`src/rtl/baud_sel_pkg.sv`:
```
package baud_sel_pkg;

  localparam int REG_W = 8;
  localparam int CTL_W = 5;

  // Control fields, MSB first: bit 4 run ... bit 0 mode-0 source
  typedef struct packed {
    logic run;
    logic tx_int;
    logic rx_int;
    logic fast;
    logic m0_int;
  } ctl_t;

  function automatic ctl_t byte_to_ctl(input logic [CTL_W-1:0] b);
    return ctl_t'(b);
  endfunction

  function automatic logic [REG_W-1:0] ctl_to_byte(input ctl_t c);
    return {{(REG_W-CTL_W){1'b0}}, c};
  endfunction

  // Last count value of the mode-0 fallback divider
  function automatic int unsigned div_last(input logic x2, input int unsigned d,
                                           input int unsigned dx2);
    return (x2 ? dx2 : d) - 1;
  endfunction

endpackage

```
`src/rtl/baud_ctl_reg.sv`:
```
module baud_ctl_reg
  import baud_sel_pkg::*;
(
  input  logic             clk,
  input  logic             rst_n,
  input  logic             wr_en,
  input  logic [CTL_W-1:0] wr_ctl,
  output ctl_t             ctl,
  output logic [REG_W-1:0] rd_data
);

  ctl_t ctl_q;

  always_ff @(posedge clk) begin
    if (!rst_n)
      ctl_q <= '0;
    else if (wr_en)
      ctl_q <= byte_to_ctl(wr_ctl);
  end

  assign ctl     = ctl_q;
  assign rd_data = ctl_to_byte(ctl_q);

endmodule

```
`src/rtl/baud_int_gen.sv`:
```
module baud_int_gen #(
  parameter int CNT_W    = 8,
  parameter int PRESCALE = 6
) (
  input  logic             clk,
  input  logic             rst_n,
  input  logic             clk_en,
  input  logic             run,
  input  logic             fast,
  input  logic [CNT_W-1:0] reload,
  output logic             gen_tick,
  output logic [CNT_W-1:0] cnt_o
);

  localparam int PW = (PRESCALE > 1) ? $clog2(PRESCALE) : 1;
  localparam logic [PW-1:0]    PRE_LAST = PW'(PRESCALE - 1);
  localparam logic [CNT_W-1:0] CNT_MAX  = '1;

  logic [PW-1:0]    pre_q;
  logic [CNT_W-1:0] cnt_q;
  logic             tick_q;
  logic             pre_wrap;
  logic             step;
  logic             at_max;

  assign pre_wrap = (pre_q == PRE_LAST);
  assign step     = run && clk_en && (fast || pre_wrap);
  assign at_max   = (cnt_q == CNT_MAX);

  always_ff @(posedge clk) begin
    if (!rst_n) begin
      pre_q  <= '0;
      cnt_q  <= '0;
      tick_q <= 1'b0;
    end else begin
      if (run && clk_en && !fast)
        pre_q <= pre_wrap ? '0 : pre_q + 1'b1;
      if (step)
        cnt_q <= at_max ? reload : cnt_q + 1'b1;
      tick_q <= step && at_max;
    end
  end

  assign gen_tick = tick_q;
  assign cnt_o    = cnt_q;

endmodule

```
`src/rtl/baud_m0_div.sv`:
```
module baud_m0_div
  import baud_sel_pkg::*;
#(
  parameter int M0_DIV    = 12,
  parameter int M0_DIV_X2 = 6
) (
  input  logic clk,
  input  logic rst_n,
  input  logic clk_en,
  input  logic x2_mode,
  output logic div_tick
);

  localparam int CW = $clog2(M0_DIV);

  logic [CW-1:0] cnt_q;
  logic [CW-1:0] last;
  logic          tick_q;
  logic          wrap;

  assign last = CW'(div_last(x2_mode, M0_DIV, M0_DIV_X2));
  assign wrap = (cnt_q >= last);

  always_ff @(posedge clk) begin
    if (!rst_n) begin
      cnt_q  <= '0;
      tick_q <= 1'b0;
    end else begin
      if (clk_en)
        cnt_q <= wrap ? '0 : cnt_q + 1'b1;
      tick_q <= clk_en && wrap;
    end
  end

  assign div_tick = tick_q;

endmodule

```
`src/rtl/baud_clk_sel.sv`:
```
module baud_clk_sel
  import baud_sel_pkg::*;
#(
  parameter int CNT_W     = 8,
  parameter int PRESCALE  = 6,
  parameter int M0_DIV    = 12,
  parameter int M0_DIV_X2 = 6
) (
  input  logic             clk,
  input  logic             rst_n,
  input  logic             clk_en,
  input  logic             x2_mode,
  input  logic             wr_en,
  input  logic [REG_W-1:0] wr_data,
  output logic [REG_W-1:0] rd_data,
  input  logic [CNT_W-1:0] reload,
  input  logic             tmr_tick,
  output logic             tx_tick,
  output logic             rx_tick,
  output logic             m0_tick
);

  ctl_t             ctl_q;
  logic             gen_tick;
  logic [CNT_W-1:0] gen_cnt;
  logic             div_tick;

  baud_ctl_reg u_reg (
    .clk     (clk),
    .rst_n   (rst_n),
    .wr_en   (wr_en),
    .wr_ctl  (wr_data[CTL_W-1:0]),
    .ctl     (ctl_q),
    .rd_data (rd_data)
  );

  baud_int_gen #(.CNT_W(CNT_W), .PRESCALE(PRESCALE)) u_gen (
    .clk      (clk),
    .rst_n    (rst_n),
    .clk_en   (clk_en),
    .run      (ctl_q.run),
    .fast     (ctl_q.fast),
    .reload   (reload),
    .gen_tick (gen_tick),
    .cnt_o    (gen_cnt)
  );

  baud_m0_div #(.M0_DIV(M0_DIV), .M0_DIV_X2(M0_DIV_X2)) u_div (
    .clk      (clk),
    .rst_n    (rst_n),
    .clk_en   (clk_en),
    .x2_mode  (x2_mode),
    .div_tick (div_tick)
  );

  assign tx_tick = ctl_q.tx_int ? gen_tick : tmr_tick;
  assign rx_tick = ctl_q.rx_int ? gen_tick : tmr_tick;
  assign m0_tick = ctl_q.m0_int ? gen_tick : div_tick;

endmodule

```
`config.mk`:
```
export PLATFORM = sky130hd
export DESIGN_NAME = baud_clk_sel
export DESIGN_NICKNAME = d
export VERILOG_FILES = /design/src/rtl/baud_sel_pkg.sv /design/src/rtl/baud_ctl_reg.sv /design/src/rtl/baud_int_gen.sv /design/src/rtl/baud_m0_div.sv /design/src/rtl/baud_clk_sel.sv
export SDC_FILE = /design/constraint.sdc
export NUM_CORES = 1
export LEC_CHECK = 0
export CAP_MARGIN = 15
export CORE_MARGIN = 2
export CORE_UTILIZATION = 35
export CTS_CLUSTER_DIAMETER = 40
export CTS_CLUSTER_SIZE = 8
export DETAILED_ROUTE_END_ITERATION = 12
export DONT_BUFFER_PORTS = 1
export PLACE_DENSITY = 0.49
export RECOVER_POWER = 50
export SYNTH_ARGS = -nofsm -noshare
export SYNTH_HDL_FRONTEND = slang
export SYNTH_HIERARCHICAL = 1
export SYNTH_SLANG_ARGS = --single-unit
```
`constraint.sdc`:
```
create_clock -name clk -period 2.2 [get_ports clk]
set_input_delay 0.22 -clock clk [delete_from_list [all_inputs] [get_ports clk]]
set_output_delay 0.22 -clock clk [all_outputs]
set_load 0.005 [all_outputs]
```
---- After elaboration in Yosys (flattened, before gate mapping) ----
Index checks and enable logic that the tools add are counted.
storage, ports and cells
  word-level logic and storage cells ...... 31
  register bits ........................... 22
  bits of input ports ..................... 22
operators by class
  multiplexer cells ....................... 7
  equality and inequality tests ........... 2
  reductions and logical operators ........ 7
  order comparisons ....................... 1
  add/subtract/negate cells ............... 4
operators with widths
  cell                                               count
  adder 8 x 1 -> 8 bit (second input constant)       1
  equality test 8 bit (second input constant)        1
  two-way mux 4 bit                                  2
  two-way mux 8 bit                                  1
  logical AND 1 bit                                  5
  adder 4 x 1 -> 4 bit (second input constant)       1
  greater-or-equal comparator 4 bit                  1
  subtractor 4 x 1 -> 4 bit (second input constant)  1
  adder 3 x 1 -> 3 bit (second input constant)       1
  equality test 3 bit (second input constant)        1
  two-way mux 1 bit                                  3
  two-way mux 3 bit                                  1
  zero test 1 bit                                    1
  logical OR 1 bit                                   1

---- Longest topological paths before layout ----
Gate-level depths: netlist of the first run.
  depth after elaboration ................. 4
  gate-level depth with buffers ........... 6
  depth with buffers taken out ............ 5

---- Modules after synthesis ----
The synthesis of the first run kept the hierarchy.
modules (own cells, without submodules)
  module        cells an instance  area each (um^2)  times used  sequential area each (um^2)
  baud_int_gen  77                 633.1             1           240.2
  baud_m0_div   30                 296.5             1           100.1
  baud_ctl_reg  25                 256.5             1           100.1
  baud_clk_sel  3                  37.5              1           0.0

---- Worst setup path before layout of the first run ----
OpenSTA, ideal clock, no wires.
  path type ............................... flip-flop to flip-flop
  from .................................... reg u_gen.cnt_q[0] (netlist: u_gen/cnt_o[0])
  to ...................................... reg u_gen.cnt_q[0] (netlist: u_gen/cnt_o[0])
  path slack .............................. 0.640 ns
  clock period less this slack ............ 1.560 ns
  cell stages (with the launch flop) ...... 7
  arrival ................................. 1.485 ns
  path buffers ............................ 1
  cells stage by stage .................... dfxtp_1 > ha_1 > and2_4 > and4_1 > buf_2 > or3_1 > a31oi_1
between the ends
  word-level cells in the longest chain between the ends .. 2
  elaborated cells between the ends (all ways) .. 3
  those cells by class .................... add/sub (1); eq/ne (1); mux (1)
ends and longest elaborated chain
  item                                                         RTL line                                text
  from (decl)                                                  baud_int_gen.sv:20                      logic [CNT_W-1:0] cnt_q;
  from (signal assigned)                                       baud_int_gen.sv:39                      cnt_q <= at_max ? reload : cnt_q + 1'b1;
  adder 8 x 1 -> 8 bit or equality test 8 bit (tied branches)  baud_int_gen.sv:39, baud_int_gen.sv:28
  two-way mux 8 bit (*)                                        baud_int_gen.sv:39
Mark *: on every way between the ends. The rest lies on a longest branch, timed or not.
A chain may end at the register's enable or synchronous reset.

---- Worst setup path in the final report of the first run ----
  from .................................... reg u_gen.cnt_q[0] (netlist: u_gen/cnt_o[0])
  to ...................................... reg u_gen.cnt_q[4] (netlist: u_gen/cnt_o[4])
Same word-level chain as after synthesis.

==> results.py, run 1 <==
metrics = {
    "logic_synthesis": {
        "synthFlopType": "dfxtp_1",
        "async_reset_ff_frac": 0,
        "avgSynthCellArea_um2": 9.06,
        "synth_seq_cells": 22,
        "netlist_area_um2": 1220,
        "synth_cell_types": 45,
        "synth_cells": 135,
        "synth-edff-count": 0,
        "yosysWarnings": 6,
        "seq_area_frac_synth": 0.360,
    },
    "power_and_ir_drop": {
        "power.internal_uw": 497,
        "vdd_drop_max_mv": 0.176,
        "p_leak_uw": 0.000466,
        "power_frac_seq": 0.659,
        "power_frac_clock": 0.272,
        "p_sw_frac": 0.225,
        "p_switching_uw": 145,
        "combPwrFrac": 0.069,
        "power.density_nw_per_um2": 519,
    },
    "routing": {
        "drtAntennaViolNets": 0,
        "vias": 932,
        "wl_um": 2360,
        "drc_errors": 0,
        "drtIter0Drc": 21,
        "viasPerCell": 5.30,
        "first_pass_iters": 4,
        "detail_route.wl_per_cell_um": 13.4,
    },
    "setup_path": {
        "cp_max_fo": 6,
        "worst_ep_required_time_ps": 2420,
        "critPathLaunchType": "flop",
        "cpPeakStageDelay_ps": 440,
        "critPathKind": "reg2reg",
        "crit_path_end_kind": "flop",
        "crit_path_top_delay_cell": "dfxtp_1",
        "cp_common_cell": "a211oi_1",
        "crit_chain": "ha_1 -> and2_4 -> and4_1 -> a211oi_1 -> a211oi_1",
        "cp_data_arrival_time_ps": 1900,
    },
    "finish": {
        "fin_nets": 159,
        "mostFrequentLayoutCell": "dfxtp_1",
        "drive_above_1_share": 0.0846,
        "final_cell_mix": "22 x dfxtp_1, 15 x nand2_1, 8 x a21oi_1, 6 x nor2b_1, 6 x mux2i_1",
        "final_core_util": 0.370,
        "diodes": 0,
        "areaGrowthSynthToFinish_pct": 1.02,
    },
    "global_routing": {
        "grt_pass1_vias": 929,
        "gr-usage-all-layers": 0.126,
        "grt_pass1_wl_um": 4000,
        "overflow": 0,
        "antenna_found_initial": 0,
        "grt_max_degree": 19,
    },
    "job": {
        "cap_violations": 0,
    },
    "floorplanning": {
        "fp.dieH_um": 63.1,
        "die_x_um": 63.1,
        "start_util": 0.367,
        "core-area_um2": 3340,
        "io_pins": 33,
        "dieArea_um2": 3990,
        "rows": 21,
    },
    "cts": {
        "numCtsBuffers": 3,
        "cts_buffer_depth": 2,
        "post_cts_buffers": 0,
        "cts.sinks": 22,
        "cts_root_buf": "clkbuf_4",
        "clkTransAtPathRegs_ps": 110,
        "clock_latency_ps": 300,
        "h-tree-depth": 1,
        "cts_tree": "done",
    },
    "sta": {
        "maxSlewViolCount": 0,
        "rsz0062_at_grt": "no",
        "period_share": 0.764,
        "period_minus_slack_ps": 1680,
        "fin_tns_setup_ps": 0,
        "hold_viol": 0,
        "max_clock_freq_mhz": 595,
        "setup_violations": 0,
        "clock_skew_ps": 6.29,
    },
    "placed_design": {
        "hpwlAfterDp_um": 1770,
        "place_congestion": 0.819,
        "port_buffers": 0,
    },
    "outcome": {
        "status": "completed",
    },
    "worst_hold_path": {
        "hp-class": "in2reg",
    },
}
## metrics by stage
stage          hold slack (ps)  worst slack (ps)  area [um2]  total power (uW)  instances
2_1_floorplan              307               640        1230               482        137
3_3_place_gp               310               598        1210               475        172
3_5_place_dp               316               565        1210               477        172
4_1_cts                   28.4               520        1240               656        176
5_1_grt                   13.2               444        1240               684        176
6_report                  47.0               520        1240               642        176
## flip-flops by register name, summed over array words and instances, names as in the netlist
register and count:
u_div/div_tick 1, u_gen/gen_tick 1, u_gen/pre_q 3, u_div/cnt_q 4
u_gen/cnt_o 8, u_reg/ctl 5
## Yosys cell counts (all sizes together), types with 2 or more instances
cell type	instances	area, um2
a211oi	4	40.0
o21ai	5	25.0
mux2i	6	60.1
a31oi	3	18.8
nand4	5	37.5
nand2	15	56.3
and3	2	12.5
o22ai	2	12.5
nor3	2	10.0
nor2	5	18.8
nor2b	6	37.5
mux2	4	48.8
ha	5	62.6
nand3	3	15.0
and2	3	21.3
and3b	2	18.8
a21oi	8	40.0
dfxtp	22	440
inv	4	15.0
nand3b	3	22.5
buf	11	81.3
## layer usage
layer | vias up | part of all wire | wire length, um | GRT usage
met4 | 0 | 0.010 | 24 | 0.0333
met1 | 425 | 0.46 | 1090 | 0.152
li1 | 471 | - | - | -
met5 | - | 0 | 0 | 0
met3 | 4 | 0.064 | 152 | 0.0518
met2 | 32 | 0.46 | 1100 | 0.205
## cell families after synthesis
family / after synthesis / share of synthesized area
adders and majority gates: 5 / 0.0511
other: 1 / 0.00306
muxes: 10 / 0.0890
xor gates and xnor gates: 2 / 0.0143
DFF: 22 / 0.360
buffers and inverters: 15 / 0.0787
AOI/OAI and AO/OA: 28 / 0.163
and+or+nand+nor: 52 / 0.241
## layout make-up
cell class                 count  area, um2
inverter                       4       15.0
clock buffer                   3       22.5
fill                         359       2100
timing repair buffer           1       10.0
multi-input combinational    100        691
tap                           46       57.6
sequential                    22        440
## power by group through the flow
stage	registers (uW)	clock network [uW]	logic (uW)
after floorplan	428	0	54.0
final	423	175	44.3
after CTS	424	187	45.8
after global routing	426	208	51.0
after detailed placement	433	0	44.3
after global placement	432	0	42.6
## timing repair
item	CTS	global route
hold buffers	1	0
resized for setup	0	0
hold endpoints to repair	1	0
## critical path: cells and delay by family (launching register included)
kind / cells / cell delay (ps)
AOI/OAI and AO/OA: 2 / 340
adders and majority gates: 1 / 270
DFF: 1 / 440
and+or+nand+nor: 2 / 540
## path summary, 6_finish.rpt
check                       from              to  cells past startpoint  slack (ps)
setup / recovery  u_gen/cnt_o[0]  u_gen/cnt_o[4]                      5         520
hold / removal            clk_en  u_div/cnt_q[1]                      2          50
setup reg to reg  u_gen/cnt_o[0]  u_gen/cnt_o[4]                      5         520
hold reg to reg   u_gen/cnt_o[4]  u_gen/cnt_o[4]                      1         490
No activity file was read; power rests on OpenSTA's default activity.
==> run 2, diff against run 1 <==
--- a/config.mk
+++ b/config.mk
@@ -5,6 +5,7 @@
 export SDC_FILE = /design/constraint.sdc
 export NUM_CORES = 1
 export LEC_CHECK = 0
+export ABC_AREA = 1
 export CAP_MARGIN = 15
 export CORE_MARGIN = 2
 export CORE_UTILIZATION = 35
==> constraint.sdc (replaced) <==
create_clock -name clk -period 1.6 [get_ports clk]
set_input_delay 0.16 -clock clk [delete_from_list [all_inputs] [get_ports clk]]
set_output_delay 0.16 -clock clk [all_outputs]
set_load 0.005 [all_outputs]
==> results.py, run 2 <==
metrics = {
    "sta": {
        "period_share": 0.861,
        "clock_skew_ps": 4.35,
        "hold_viol": 0,
        "whs_ps": 14.3,
        "max_clock_freq_mhz": 726,
        "maxSlewViolCount": 0,
        "setup_violations": 0,
        "period_minus_slack_ps": 1380,
        "fin_tns_setup_ps": 0,
        "rsz0062_at_grt": "no",
    },
    "setup_path": {
        "worst_ep_required_time_ps": 1760,
        "r2r_start": "u_gen/cnt_o[1]",
        "crit_path_end_kind": "flop",
        "r2r_cells": 8,
        "critPathLaunchType": "flop",
        "critPathKind": "reg2reg",
        "cp_data_arrival_time_ps": 1540,
        "cp_max_fo": 8,
        "r2r_slack_ps": 220,
        "r2r-end": "u_gen/cnt_o[5]",
    },
    "logic_synthesis": {
        "synth_seq_cells": 22,
        "synth-edff-count": 0,
        "synth_top_area_frac": 0.322,
        "yosysMostFrequentCell": "nand2_1",
        "avgSynthCellArea_um2": 6.57,
        "seq_area_frac_synth": 0.322,
        "synthFlopType": "dfxtp_1",
        "synth_cell_types": 29,
        "async_reset_ff_frac": 0,
        "synthTopCellsByCount": "56 x nand2_1, 32 x nor2_1, 30 x inv_1",
        "yosysWarnings": 6,
        "synth_area_leaders": "dfxtp_1 32%, nand2_1 15%, nor2_1 8.8%, inv_1 8.2%, ha_1 4.6%",
        "yosysTopAreaCell": "dfxtp_1",
        "synth_cells": 208,
        "netlist_area_um2": 1370,
    },
    "floorplanning": {
        "dieArea_um2": 4420,
        "die_x_um": 66.5,
        "rows": 22,
        "fp.dieH_um": 66.5,
        "start_util": 0.368,
        "io_pins": 33,
        "core-area_um2": 3720,
    },
    "routing": {
        "drtAntennaViolNets": 0,
        "detail_route.wl_per_cell_um": 11.3,
        "drc_errors": 0,
        "vias": 1208,
        "wl_um": 2860,
        "drtIter0Drc": 47,
        "viasPerCell": 4.76,
        "first_pass_iters": 4,
    },
    "cts": {
        "numCtsBuffers": 3,
        "clkTransAtPathRegs_ps": 80,
        "cts_tree": "done",
        "cts_buffer_depth": 2,
        "post_cts_buffers": 0,
        "cts_root_buf": "clkbuf_8",
        "h-tree-depth": 1,
        "cts_hold_buf": 2,
        "cts.sinks": 22,
        "clock_latency_ps": 260,
        "cts.repair.resized": 0,
    },
    "global_routing": {
        "gr-usage-all-layers": 0.144,
        "antenna_found_initial": 0,
        "grt_pass1_vias": 1128,
        "overflow": 0,
        "grt_pass1_wl_um": 4890,
        "grt_max_degree": 18,
    },
    "finish": {
        "areaGrowthSynthToFinish_pct": 6.04,
        "fin_nets": 234,
        "mostFrequentLayoutCell": "nand2_1",
        "diodes": 0,
        "multi_input_area_um2": 741,
        "final_cell_mix": "56 x nand2_1, 32 x nor2_1, 30 x inv_1, 22 x dfxtp_1, 12 x nand3_1",
        "largest_reg_flops": 8,
        "fillers": 407,
        "drive_above_1_share": 0.0922,
        "seq_area_um2": 440,
    },
    "power_and_ir_drop": {
        "p_leak_uw": 0.000671,
        "finalPower_uw": 1190,
        "vdd_drop_max_mv": 0.616,
        "power.density_nw_per_um2": 821,
    },
    "worst_hold_path": {
        "holdPathEnd": "u_reg/ctl[0]",
        "min-delay-start": "rst_n",
        "hold_depth": 2,
        "hp-class": "in2reg",
    },
    "outcome": {
        "status": "completed",
    },
    "placed_design": {
        "place_congestion": 0.765,
        "hpwlAfterDp_um": 2130,
        "port_buffers": 0,
    },
    "job": {
        "cap_violations": 0,
    },
}
## run 2: changes by cell type in the layout (fill, tap and decap cells not counted), sizes merged, moves of 2 or more
cell,before,now
a31oi,3,0
nand2,15,63
nand3,3,14
inv,4,31
a21oi,8,12
mux2i,6,0
nand4,5,2
nor2b,6,0
and2,3,0
mux2,4,0
and3b,2,0
a211oi,4,0
nor2,5,34
## run 2: report_power, final
group          internal, uW  switching (uW)  total, uW
registers               564            19.3        583
clock network           334             188        523
logic                  34.5            49.3       83.7
total                   933             257       1190
## run 2: metrics by stage
step	cells	worst slack, ps	area (um2)	utilization
4_1_cts	254	223	1450	0.390
6_report	254	222	1450	0.390
3_5_place_dp	248	263	1360	0.365
2_1_floorplan	210	423	1370	-
5_1_grt	254	55.2	1450	0.390
3_3_place_gp	248	284	1360	0.365
## run 2: how the worst max path moves through the flow
stage                              start        endpoint  slack (ps)  cells after the start
after CTS                 u_gen/cnt_o[1]  u_gen/cnt_o[5]         220                      8
final                     u_gen/cnt_o[1]  u_gen/cnt_o[5]         220                      8
after global placement    u_gen/cnt_o[1]  u_gen/cnt_o[5]         280                      8
after global routing      u_gen/cnt_o[0]  u_gen/cnt_o[0]          60                      8
after detailed placement  u_gen/cnt_o[0]  u_gen/cnt_o[5]         260                      8
after floorplan           u_gen/cnt_o[1]  u_gen/cnt_o[5]         420                      8
## run 2: critical path, cell delays in order, from the launching register on
cell and delay, ps:
dfxtp_1 390, ha_1 210, nand2_2 90, nor2_4 200, nand2_4 120, nor2_1 100, nor2_1 50, nand2_1 70
a21oi_2 50
## run 2: kinds of logic (layout without fill, tap and decap cells)
| family | Yosys count | in the layout | synth area share |
|---|---|---|---|
| AO/OA/AOI/OAI | 21 | 21 | 0.0989 |
| adder cells (fa/ha/maj) | 5 | 5 | 0.0458 |
| buffers and inverters | 41 | 37 | 0.141 |
| flip-flops | 22 | 22 | 0.322 |
| other | 1 | 3 | 0.00274 |
| AND/OR/NAND/NOR | 118 | 118 | 0.389 |
## run 2: routing by layer
metal	up-vias	wire length (um)	share of wire	GRT usage
li1	633	-	-	-
met1	544	1350	0.47	0.163
met2	29	1350	0.47	0.259
met3	2	144	0.050	0.0507
met4	0	22	0.0077	0.0306
met5	-	0	0	0
## run 2: layout make-up
| cell class | count | area share |
|---|---|---|
| clock buffers | 3 | 0.0285 |
| flip-flops and latches | 22 | 0.304 |
| multi-input cells | 147 | 0.511 |
| clock inverters | 1 | 0.0207 |
| repair buffers | 2 | 0.0138 |
| well taps | 48 | 0.0415 |
| inverters | 31 | 0.0803 |
==> run 3, diff against run 2 <==
--- a/config.mk
+++ b/config.mk
@@ -7,13 +7,14 @@
 export LEC_CHECK = 0
 export ABC_AREA = 1
 export CAP_MARGIN = 15
+export CORE_ASPECT_RATIO = 2
 export CORE_MARGIN = 2
-export CORE_UTILIZATION = 35
+export CORE_UTILIZATION = 40
 export CTS_CLUSTER_DIAMETER = 40
 export CTS_CLUSTER_SIZE = 8
 export DETAILED_ROUTE_END_ITERATION = 12
 export DONT_BUFFER_PORTS = 1
-export PLACE_DENSITY = 0.49
+export PLACE_DENSITY = 0.54
 export RECOVER_POWER = 50
 export SYNTH_ARGS = -nofsm -noshare
 export SYNTH_HDL_FRONTEND = slang
==> results.py, run 3 (synthesis results as in run 2) <==
metrics = {
    "setup_path": {
        "crit_path_top_delay_cell": "dfxtp_1",
        "critPathKind": "reg2reg",
        "crit_buf_inv": 0,
        "r2r_start": "u_gen/cnt_o[1]",
        "critPathLaunchType": "flop",
        "cpPeakStageDelay_ps": 380,
        "cp_data_arrival_time_ps": 1530,
        "r2r_slack_ps": 270,
        "crit_path_end_kind": "flop",
        "crit_chain": "ha_1 -> nand2_2 -> nor2_4 -> nand2_4 -> nand3_1 -> nand2_1 -> a21oi_2",
        "r2r-end": "u_gen/cnt_o[5]",
        "cp_max_fo": 8,
        "cp_top_family": "simple AND/OR/NAND/NOR gates",
        "worst_ep_required_time_ps": 1800,
        "r2r_cells": 7,
    },
    "routing": {
        "drtIter0Drc": 30,
        "viasPerCell": 5.09,
        "detail_route.wl_per_cell_um": 12.7,
        "drc_errors": 0,
        "wl_um": 3010,
        "vias": 1212,
        "drtAntennaViolNets": 0,
        "first_pass_iters": 6,
    },
    "cts": {
        "numCtsBuffers": 3,
        "cts.sinks": 22,
        "cts_buffer_depth": 2,
        "clock_latency_ps": 260,
        "clkTransAtPathRegs_ps": 80,
        "h-tree-depth": 1,
        "cts.repair.resized": 0,
        "cts_hold_buf": 1,
        "cts_tree": "done",
        "cts_root_buf": "clkbuf_8",
        "post_cts_buffers": 0,
    },
    "global_routing": {
        "grt_pass1_wl_um": 4810,
        "gr-usage-all-layers": 0.165,
        "antenna_found_initial": 0,
        "overflow": 0,
        "grt_max_degree": 21,
        "grt_pass1_vias": 1165,
    },
    "sta": {
        "period_minus_slack_ps": 1330,
        "fin_tns_setup_ps": 0,
        "hold_viol": 0,
        "period_share": 0.828,
        "rsz0062_at_grt": "no",
        "setup_violations": 0,
        "maxSlewViolCount": 0,
        "max_clock_freq_mhz": 755,
        "clock_skew_ps": 1.51,
    },
    "finish": {
        "final_cells": 238,
        "fin_nets": 234,
        "diodes": 0,
        "areaGrowthSynthToFinish_pct": 4.12,
        "mostFrequentLayoutCell": "nand2_1",
        "largest_reg_flops": 8,
        "final_cell_mix": "56 x nand2_1, 32 x nor2_1, 30 x inv_1, 22 x dfxtp_1, 12 x nand3_1",
        "drive_above_1_share": 0.0922,
    },
    "placed_design": {
        "port_buffers": 0,
        "hpwlAfterDp_um": 2420,
        "dp.cells": 233,
        "place_congestion": 0.842,
    },
    "power_and_ir_drop": {
        "p_leak_uw": 0.000668,
        "power.density_nw_per_um2": 830,
        "vdd_drop_max_mv": 0.694,
    },
    "floorplanning": {
        "die_x_um": 45.3,
        "io_pins": 33,
        "core-area_um2": 3340,
        "dieArea_um2": 3930,
        "rows": 30,
        "fp.dieH_um": 86.7,
        "start_util": 0.409,
    },
    "job": {
        "cap_violations": 0,
    },
    "outcome": {
        "status": "completed",
    },
    "worst_hold_path": {
        "min-delay-start": "rst_n",
        "holdPathEnd": "u_reg/ctl[4]",
        "hold_depth": 2,
        "hp-class": "in2reg",
    },
}
[run 3: cell types whose count changed in the layout (fill, tap and decap cells not counted)]
cell / change
clkbuf_1: +1
dlygate4sd3_1: -1
[run 3: worst max-delay path by stage]
stage,startpoint,endpoint,slack (ps),depth (start not counted)
after global routing,u_gen/cnt_o[1],u_gen/cnt_o[3],140,8
after detailed placement,u_gen/cnt_o[1],u_gen/cnt_o[3],280,8
after global placement,u_gen/cnt_o[1],u_gen/cnt_o[5],300,8
final,u_gen/cnt_o[1],u_gen/cnt_o[5],270,7
after CTS,u_gen/cnt_o[1],u_gen/cnt_o[3],270,8
after floorplan,u_gen/cnt_o[1],u_gen/cnt_o[5],420,8
[run 3: layer usage]
layer | share of wire | GRT usage | vias to the layer above
met5 | 0 | 0 | -
met4 | 0.019 | 0.0775 | 0
met3 | 0.036 | 0.0313 | 4
met2 | 0.59 | 0.319 | 26
met1 | 0.36 | 0.151 | 553
li1 | - | - | 629
[run 3: cell type report]
type	count	area (um2)
Timing Repair Buffer	2	13.8
Tap cell	32	40.0
Inverter	31	116
Clock inverter	1	30.0
Fill cell	370	1920
Multi-Input combinational cell	147	741
Sequential cell	22	440
Clock buffer	3	41.3
[run 3: power breakdown]
group / leakage (uW) / internal [uW] / total (uW) / switching, uW
combinational: 0.000453 / 33.4 / 84.5 / 51.1
clock: 0.0000357 / 334 / 513 / 179
sequential: 0.000179 / 564 / 583 / 18.7
total: 0.000668 / 931 / 1180 / 249
[run 3: metrics by stage]
stage                     total power [uW]  cell area (um2)  hold slack, ps   util  setup slack [ps]
after floorplan                        683             1370             271      -               423
after global placement                 675             1350             277  0.403               303
after detailed placement               680             1350             278  0.403               283
after CTS                             1200             1430            2.69  0.427               270
after global routing                  1230             1420            1.03  0.426               136
final                                 1180             1420            9.38  0.426               275
